[config.mk]
export PLATFORM = sky130hd
export DESIGN_NAME = dram_seq
export DESIGN_NICKNAME = d
export VERILOG_FILES = /design/src/rtl/dram_seq_pkg.sv /design/src/rtl/dram_gap_timer.sv /design/src/rtl/dram_refresh_timer.sv /design/src/rtl/dram_rd_return.sv /design/src/rtl/dram_seq.sv
export SDC_FILE = /design/constraint.sdc
export NUM_CORES = 1
export LEC_CHECK = 0
export BUFFER_PORTS_ARGS = -buffer_cell sky130_fd_sc_hd__buf_2
export CAP_MARGIN = 25
export CORE_ASPECT_RATIO = 0.9
export CORE_MARGIN = 1
export CORE_UTILIZATION = 49
export DETAILED_ROUTE_END_ITERATION = 10
export PLACE_DENSITY = 0.76
export SLEW_MARGIN = 20
export SYNTH_ARGS = -nofsm -noshare
export SYNTH_HDL_FRONTEND = slang
export SYNTH_SLANG_ARGS = --single-unit
[constraint.sdc]
create_clock -name clk -period 1.8 [get_ports clk]
set_input_delay 0.27 -clock clk [delete_from_list [all_inputs] [get_ports clk]]
set_output_delay 0.27 -clock clk [all_outputs]
set_load 0.02 [all_outputs]
[src/rtl/dram_seq_pkg.sv]
package dram_seq_pkg;

    typedef enum logic [2:0] {
        CMD_NOP = 3'd0,
        CMD_ACT = 3'd1,
        CMD_RD  = 3'd2,
        CMD_WR  = 3'd3,
        CMD_PRE = 3'd4,
        CMD_REF = 3'd5
    } dram_cmd_e;

    function automatic int max3(input int a, input int b, input int c);
        int m;
        m = (a > b) ? a : b;
        return (m > c) ? m : c;
    endfunction

endpackage

[src/rtl/dram_gap_timer.sv]
module dram_gap_timer #(
    parameter int GAP_W = 3
) (
    input  logic             clk,
    input  logic             rst_n,
    input  logic             load,
    input  logic [GAP_W-1:0] load_val,
    output logic             idle
);

    typedef struct packed {
        logic [GAP_W-1:0] cnt;
    } gap_t;

    gap_t st_d, st_q;

    always_comb begin
        st_d = st_q;
        if (load) begin
            st_d.cnt = load_val;
        end else if (st_q.cnt != '0) begin
            st_d.cnt = st_q.cnt - 1'b1;
        end
    end

    always_ff @(posedge clk or negedge rst_n) begin
        if (!rst_n) st_q <= '0;
        else        st_q <= st_d;
    end

    assign idle = (st_q.cnt == '0);


    gap_respected_chk: assert property (@(posedge clk) disable iff (!rst_n)
        (st_q.cnt != '0) |-> !load);

endmodule

[src/rtl/dram_refresh_timer.sv]
module dram_refresh_timer #(
    parameter int T_REFI = 120
) (
    input  logic clk,
    input  logic rst_n,
    input  logic ack,
    output logic pending
);

    localparam int CW = $clog2(T_REFI + 1);
    localparam logic [CW-1:0] LAST = CW'(T_REFI - 1);

    typedef struct packed {
        logic [CW-1:0] cnt;
        logic          pend;
    } ref_t;

    ref_t st_d, st_q;

    always_comb begin
        st_d = st_q;
        if (ack) st_d.pend = 1'b0;
        if (st_q.cnt == LAST) begin
            st_d.cnt  = '0;
            st_d.pend = 1'b1;
        end else begin
            st_d.cnt = st_q.cnt + 1'b1;
        end
    end

    always_ff @(posedge clk or negedge rst_n) begin
        if (!rst_n) st_q <= '0;
        else        st_q <= st_d;
    end

    assign pending = st_q.pend;


    ack_when_due_chk: assert property (@(posedge clk) disable iff (!rst_n)
        ack |-> st_q.pend);

endmodule

[src/rtl/dram_rd_return.sv]
module dram_rd_return #(
    parameter int DATA_W = 16,
    parameter int RD_LAT = 4
) (
    input  logic              clk,
    input  logic              rst_n,
    input  logic              rd_issue,
    input  logic [DATA_W-1:0] dram_rdata,
    output logic              rsp_valid,
    output logic [DATA_W-1:0] rsp_rdata
);

    typedef struct packed {
        logic [RD_LAT-1:0] pipe;
        logic              v;
        logic [DATA_W-1:0] data;
    } ret_t;

    ret_t st_d, st_q;

    always_comb begin
        st_d = st_q;
        st_d.pipe[0] = rd_issue;
        for (int i = 1; i < RD_LAT; i++) begin
            st_d.pipe[i] = st_q.pipe[i-1];
        end
        st_d.v = st_q.pipe[RD_LAT-1];
        if (st_q.pipe[RD_LAT-1]) st_d.data = dram_rdata;
    end

    always_ff @(posedge clk or negedge rst_n) begin
        if (!rst_n) st_q <= '0;
        else        st_q <= st_d;
    end

    assign rsp_valid = st_q.v;
    assign rsp_rdata = st_q.data;

endmodule

[src/rtl/dram_seq.sv]
module dram_seq
    import dram_seq_pkg::*;
#(
    parameter int ROW_W  = 8,
    parameter int COL_W  = 6,
    parameter int DATA_W = 16,
    parameter int T_RCD  = 3,
    parameter int T_RP   = 2,
    parameter int T_RFC  = 6,
    parameter int T_REFI = 120,
    parameter int RD_LAT = 4
) (
    input  logic              clk,
    input  logic              rst_n,
    input  logic              closed_page,
    input  logic              req_valid,
    output logic              req_ready,
    input  logic              req_we,
    input  logic [ROW_W-1:0]  req_row,
    input  logic [COL_W-1:0]  req_col,
    input  logic [DATA_W-1:0] req_wdata,
    output logic              rsp_valid,
    output logic [DATA_W-1:0] rsp_rdata,
    output logic [2:0]        dram_cmd,
    output logic [ROW_W-1:0]  dram_row,
    output logic [COL_W-1:0]  dram_col,
    output logic [DATA_W-1:0] dram_wdata,
    input  logic [DATA_W-1:0] dram_rdata
);

    localparam int GAP_MAX = max3(T_RCD, T_RP, T_RFC);
    localparam int GAP_W   = $clog2(GAP_MAX + 1);
    localparam logic [GAP_W-1:0] LD_RCD = GAP_W'(T_RCD - 1);
    localparam logic [GAP_W-1:0] LD_RP  = GAP_W'(T_RP - 1);
    localparam logic [GAP_W-1:0] LD_RFC = GAP_W'(T_RFC - 1);
    localparam logic [GAP_W-1:0] LD_COL = '0;

    typedef struct packed {
        logic              open;
        logic [ROW_W-1:0]  open_row;
        logic              used;
        logic              slot_v;
        logic              slot_we;
        logic [ROW_W-1:0]  slot_row;
        logic [COL_W-1:0]  slot_col;
        logic [DATA_W-1:0] slot_data;
        dram_cmd_e         cmd;
        logic [ROW_W-1:0]  cmd_row;
        logic [COL_W-1:0]  cmd_col;
        logic [DATA_W-1:0] cmd_wdata;
    } seq_t;

    seq_t st_d, st_q;

    logic             gap_idle;
    logic             gap_load;
    logic [GAP_W-1:0] gap_val;
    logic             ref_pend;
    logic             ref_ack;
    logic             row_hit;

    assign row_hit   = st_q.open && (st_q.open_row == st_q.slot_row);
    assign req_ready = !st_q.slot_v;

    always_comb begin
        st_d     = st_q;
        st_d.cmd = CMD_NOP;
        gap_load = 1'b0;
        gap_val  = '0;
        ref_ack  = 1'b0;

        if (!st_q.slot_v && req_valid) begin
            st_d.slot_v    = 1'b1;
            st_d.slot_we   = req_we;
            st_d.slot_row  = req_row;
            st_d.slot_col  = req_col;
            st_d.slot_data = req_wdata;
        end

        if (gap_idle) begin
            if (ref_pend) begin
                if (st_q.open) begin
                    st_d.cmd  = CMD_PRE;
                    st_d.open = 1'b0;
                    st_d.used = 1'b0;
                    gap_load  = 1'b1;
                    gap_val   = LD_RP;
                end else begin
                    st_d.cmd = CMD_REF;
                    ref_ack  = 1'b1;
                    gap_load = 1'b1;
                    gap_val  = LD_RFC;
                end
            end else if (closed_page && st_q.open && st_q.used) begin
                st_d.cmd  = CMD_PRE;
                st_d.open = 1'b0;
                st_d.used = 1'b0;
                gap_load  = 1'b1;
                gap_val   = LD_RP;
            end else if (st_q.slot_v) begin
                if (row_hit) begin
                    st_d.cmd       = st_q.slot_we ? CMD_WR : CMD_RD;
                    st_d.cmd_row   = st_q.open_row;
                    st_d.cmd_col   = st_q.slot_col;
                    st_d.cmd_wdata = st_q.slot_data;
                    st_d.slot_v    = 1'b0;
                    st_d.used      = 1'b1;
                    gap_load       = 1'b1;
                    gap_val        = LD_COL;
                end else if (st_q.open) begin
                    st_d.cmd  = CMD_PRE;
                    st_d.open = 1'b0;
                    st_d.used = 1'b0;
                    gap_load  = 1'b1;
                    gap_val   = LD_RP;
                end else begin
                    st_d.cmd      = CMD_ACT;
                    st_d.cmd_row  = st_q.slot_row;
                    st_d.open     = 1'b1;
                    st_d.open_row = st_q.slot_row;
                    st_d.used     = 1'b0;
                    gap_load      = 1'b1;
                    gap_val       = LD_RCD;
                end
            end
        end
    end

    always_ff @(posedge clk or negedge rst_n) begin
        if (!rst_n) st_q <= '0;
        else        st_q <= st_d;
    end

    dram_gap_timer #(
        .GAP_W (GAP_W)
    ) u_gap (
        .clk      (clk),
        .rst_n    (rst_n),
        .load     (gap_load),
        .load_val (gap_val),
        .idle     (gap_idle)
    );

    dram_refresh_timer #(
        .T_REFI (T_REFI)
    ) u_refresh (
        .clk     (clk),
        .rst_n   (rst_n),
        .ack     (ref_ack),
        .pending (ref_pend)
    );

    dram_rd_return #(
        .DATA_W (DATA_W),
        .RD_LAT (RD_LAT)
    ) u_rd_return (
        .clk        (clk),
        .rst_n      (rst_n),
        .rd_issue   (st_q.cmd == CMD_RD),
        .dram_rdata (dram_rdata),
        .rsp_valid  (rsp_valid),
        .rsp_rdata  (rsp_rdata)
    );

    assign dram_cmd   = st_q.cmd;
    assign dram_row   = st_q.cmd_row;
    assign dram_col   = st_q.cmd_col;
    assign dram_wdata = st_q.cmd_wdata;

    // Observer of the bank state, rebuilt from the command stream alone
    logic obs_open_q;
    always_ff @(posedge clk or negedge rst_n) begin
        if (!rst_n) begin
            obs_open_q <= 1'b0;
        end else if (st_q.cmd == CMD_ACT) begin
            obs_open_q <= 1'b1;
        end else if (st_q.cmd == CMD_PRE) begin
            obs_open_q <= 1'b0;
        end
    end


    act_on_closed_chk: assert property (@(posedge clk) disable iff (!rst_n)
        (st_q.cmd == CMD_ACT) |-> !obs_open_q);


    ref_on_closed_chk: assert property (@(posedge clk) disable iff (!rst_n)
        (st_q.cmd == CMD_REF) |-> !obs_open_q);


    closed_pre_chk: assert property (@(posedge clk) disable iff (!rst_n)
        (closed_page && (st_q.cmd == CMD_RD || st_q.cmd == CMD_WR)) |=> (st_q.cmd == CMD_PRE));


    req_hold_chk: assert property (@(posedge clk) disable iff (!rst_n)
        (req_valid && req_ready) |=> !req_ready);

endmodule

==> run_results.csv <==
group,metric,value,unit
synthesis,synth-edff-count,0,
outcome,status,"complete, but fails checks",
synthesis,ys.flop_type,"dfrtp_1",
die,ios,102,
sta,relSlewSlack,0.579,
sta,post-route-period-util,1.11,
route,via_per_inst,5.18,
global_route,grt_pass1_wl,15.0,mm
worst_setup_path,critPathCaptureType,"flop",
place,dpl_worst_slack,-0.162,ns
synthesis,synth_top_cell_area_share,0.588,
worst_setup_path,cp_slowest_cell,"dfrtp_1",
job,maxCapViolCount,0,
sta,min_period,2.00,ns
worst_setup_path,start_kind,"flop",
pwr,p_seq_frac,0.477,
pwr,p_per_area,1180,nW/um2
final_layout,final_common_cell,"dfrtp_1",
die,die_h,93.5,um
sta,finClkSkew,0.00866,ns
pwr,p_sw_frac,0.325,
route,postRouteAntennaNets,0,
global_route,first_global_vias,3051,
pwr,clkPwrFrac,0.203,
synthesis,ys_top_cells_by_area,"dfrtp_1, mux2_2, buf_4, xor2_1, a221o_1",
sta,slew_viol_final,0,
final_layout,fillerInstances,643,
cts,htreeDepth,3,
pwr,power.switching,2.19,mW
final_layout,multiInputGateArea,1690,um2
route,first_iter_violations,131,
synthesis,yosysWarnings,0,
synthesis,async_reset_ff_frac,1.00,
die,start_util,0.517,
place,dp_cells,542,
outcome,violations,"setup timing",
sta,hold_ws,0.121,ns
global_route,antenna_found_initial,0,
final_layout,area_growth,25.1,%
cts,cts_max_path_buffers,2,
cts,path_clk_slew,0.10,ns
place,dpl.hpwl,6.16,mm
synthesis,synthCells,333,
final_layout,nets,499,
synthesis,synth_area,4550,um2
route,vias,2948,
hold_path,min_path_type,"in -> reg",
final_layout,diodes,0,
worst_setup_path,cp.arrival,2.27,ns
route,drc,0,
worst_setup_path,slowest_delay,0.40,ns
final_layout,final_cell_mix,"dfrtp_1, buf_2, mux2_2",
route,routed_wl,9.42,mm
sta,clock.fmax,499,MHz
die,core-area,8810,um2
global_route,grt_util_all_layers,0.201,
synthesis,ys_seq_elements,107,
die,dieArea,9680,um2
pwr,p_total,6.72,mW
worst_setup_path,cp_num_buf_inv,2,
cts,cts_made_buffers,9,
die,die_w,104,um
cts,cts_root_buf,"clkbuf_8",
final_layout,layout.cells.non_filler,569,
worst_setup_path,critical_path_class,"reg -> reg",
sta,hold_violations,0,
synthesis,yosysTopAreaCell,"dfrtp_1",
synthesis,synth.avg_cell_area,13.7,um2
pwr,combPwrFrac,0.320,
synthesis,yosysUniqueCellTypes,37,
cts,clock-sinks,107,
cts,tritoncts,"yes",
final_layout,register_area,2680,um2
sta,worst_pin_slew,0.632,ns
worst_setup_path,crit_fanout,6,
cts,worstSkewPairLatency,0.37,ns
global_route,grt_overflow,0,
place,gp_congestion,0.802,
pwr,p_leak,2.91,nW
place,port_buffers,101,
synthesis,syn-num-nets,387,
route,firstDrtPassIters,4,
synthesis,seq_area_frac_synth,0.588,
sta,fin_ws,-0.204,ns
final_layout,drive_gt1_frac,0.549,
pwr,peakVddDrop,0.546,mV
pwr,intPower,4.53,mW
die,rows,32,
global_route,grt_max_degree,41,
sta,setup_violations,35,
worst_setup_path,cp.required,2.06,ns
route,wire_per_inst,16.6,um
worst_setup_path,path_delay_family,"simple AND/OR/NAND/NOR gates",
sta,grt_setup_unrepaired,"true",
worst_setup_path,path_cells,"xor2_1 > nor4_2 > nand2_1 > nor3_4 > buf_6 > clkbuf_16 > mux2_4",
[what timing repair did]
action,in CTS,in global routing
hold buffers,1,0
gates cloned,1,2
buffers inserted,2,5
resized for setup,16,19
endpoints found under the setup margin,30,33
pin swaps,2,2
endpoints found under the hold margin,36,0
[final timing paths]
kind                                                         to  depth (start not counted)                           start  slack [ns]
worst max-delay path                    dram_col[0]$_DFFE_PN0P_                          7            st_q[71]$_DFFE_PN0P_       -0.20
worst min-delay path                       st_q[38]$_DFFE_PN0P_                          2                    req_wdata[5]        0.12
worst max register to register          dram_col[0]$_DFFE_PN0P_                          7            st_q[71]$_DFFE_PN0P_       -0.20
worst min register to register   u_rd_return.st_d[20]$_DFF_PN0_                          0  u_rd_return.st_d[19]$_DFF_PN0_        0.36
max in group asynchronous             u_gap.st_q[1]$_DFFE_PN0P_                          3                           rst_n        0.80
min in group asynchronous       u_rd_return.rsp_valid$_DFF_PN0_                          2                           rst_n        0.41
[per-stage QoR]
| stage | TNS (ns) | utilization | instance area (um2) |
|---|---|---|---|
| after CTS | -2.33 | 0.627 | 5530 |
| after global routing | -7.20 | 0.647 | 5700 |
| after floorplan | -1.68 | - | 4570 |
| after global placement | -3.13 | 0.593 | 5230 |
| final | -4.86 | 0.647 | 5700 |
| after detailed placement | -3.10 | 0.593 | 5230 |
[per-layer routing]
metal,GRT usage,up-vias,wire length [um]
li1,-,1369,-
met1,0.257,1481,4100
met2,0.328,87,4710
met3,0.0662,11,490
met4,0.0568,0,121
met5,0,-,0
[state kept, by name, summed over array words and instances, names as in the netlist]
name	cells
dram_cmd	3
dram_col	6
dram_row	8
dram_wdata	16
st_q	42
u_gap.st_q	3
u_rd_return.rsp_rdata	16
u_rd_return.rsp_valid	1
u_rd_return.st_d	4
u_refresh.pending	1
u_refresh.st_q	7
[synthesized netlist by cell type, types with 2 or more instances]
library cell / count
mux2_2: 76
nor2_1: 7
nand2b_1: 3
nor2b_1: 3
nor3b_1: 2
nor4_1: 2
xor2_1: 10
dfrtp_1: 107
a221o_1: 8
buf_6: 2
o21ai_0: 6
clkbuf_1: 8
buf_2: 2
mux2i_1: 8
inv_1: 5
nand2_1: 16
ha_1: 3
nand3_1: 11
buf_4: 33
a21oi_1: 4
[kinds of logic (layout without fill, tap and decap cells)]
group                    after synthesis  count (layout)  share of synthesized area
adder cells (fa/ha/maj)                3               3                    0.00824
flip-flops                           107             107                      0.588
multiplexers                          85              85                      0.208
AND/OR/NAND/NOR                       50              50                     0.0574
buffers and inverters                 50             167                     0.0723
AO/OA/AOI/OAI                         27              27                     0.0448
XOR/XNOR                              11              11                     0.0212
[area by class of cell]
| type | instances | share of cell area |
|---|---|---|
| sequential | 107 | 0.470 |
| tap | 119 | 0.0261 |
| inverter | 5 | 0.00330 |
| clock inverter | 5 | 0.00747 |
| timing repair buffer | 146 | 0.171 |
| multi-input combinational | 176 | 0.297 |
| clock buffer | 11 | 0.0248 |
[worst reg2reg max path: stages, from the launching register on]
cell,delay [ns]
dfrtp_1,0.40
xor2_1,0.19
nor4_2,0.36
nand2_1,0.16
nor3_4,0.18
buf_6,0.16
clkbuf_16,0.16
mux2_4,0.30
[power by group through the flow]
stage,Clock (mW),Combinational (mW),Sequential (mW)
floorplan,0,1.33,3.20
global placement,0,1.89,3.19
detailed placement,0,1.95,3.22
CTS,1.41,2.00,3.18
global route,1.51,2.34,3.26
finish,1.36,2.15,3.21
Power figures use the tool's default switching activity.
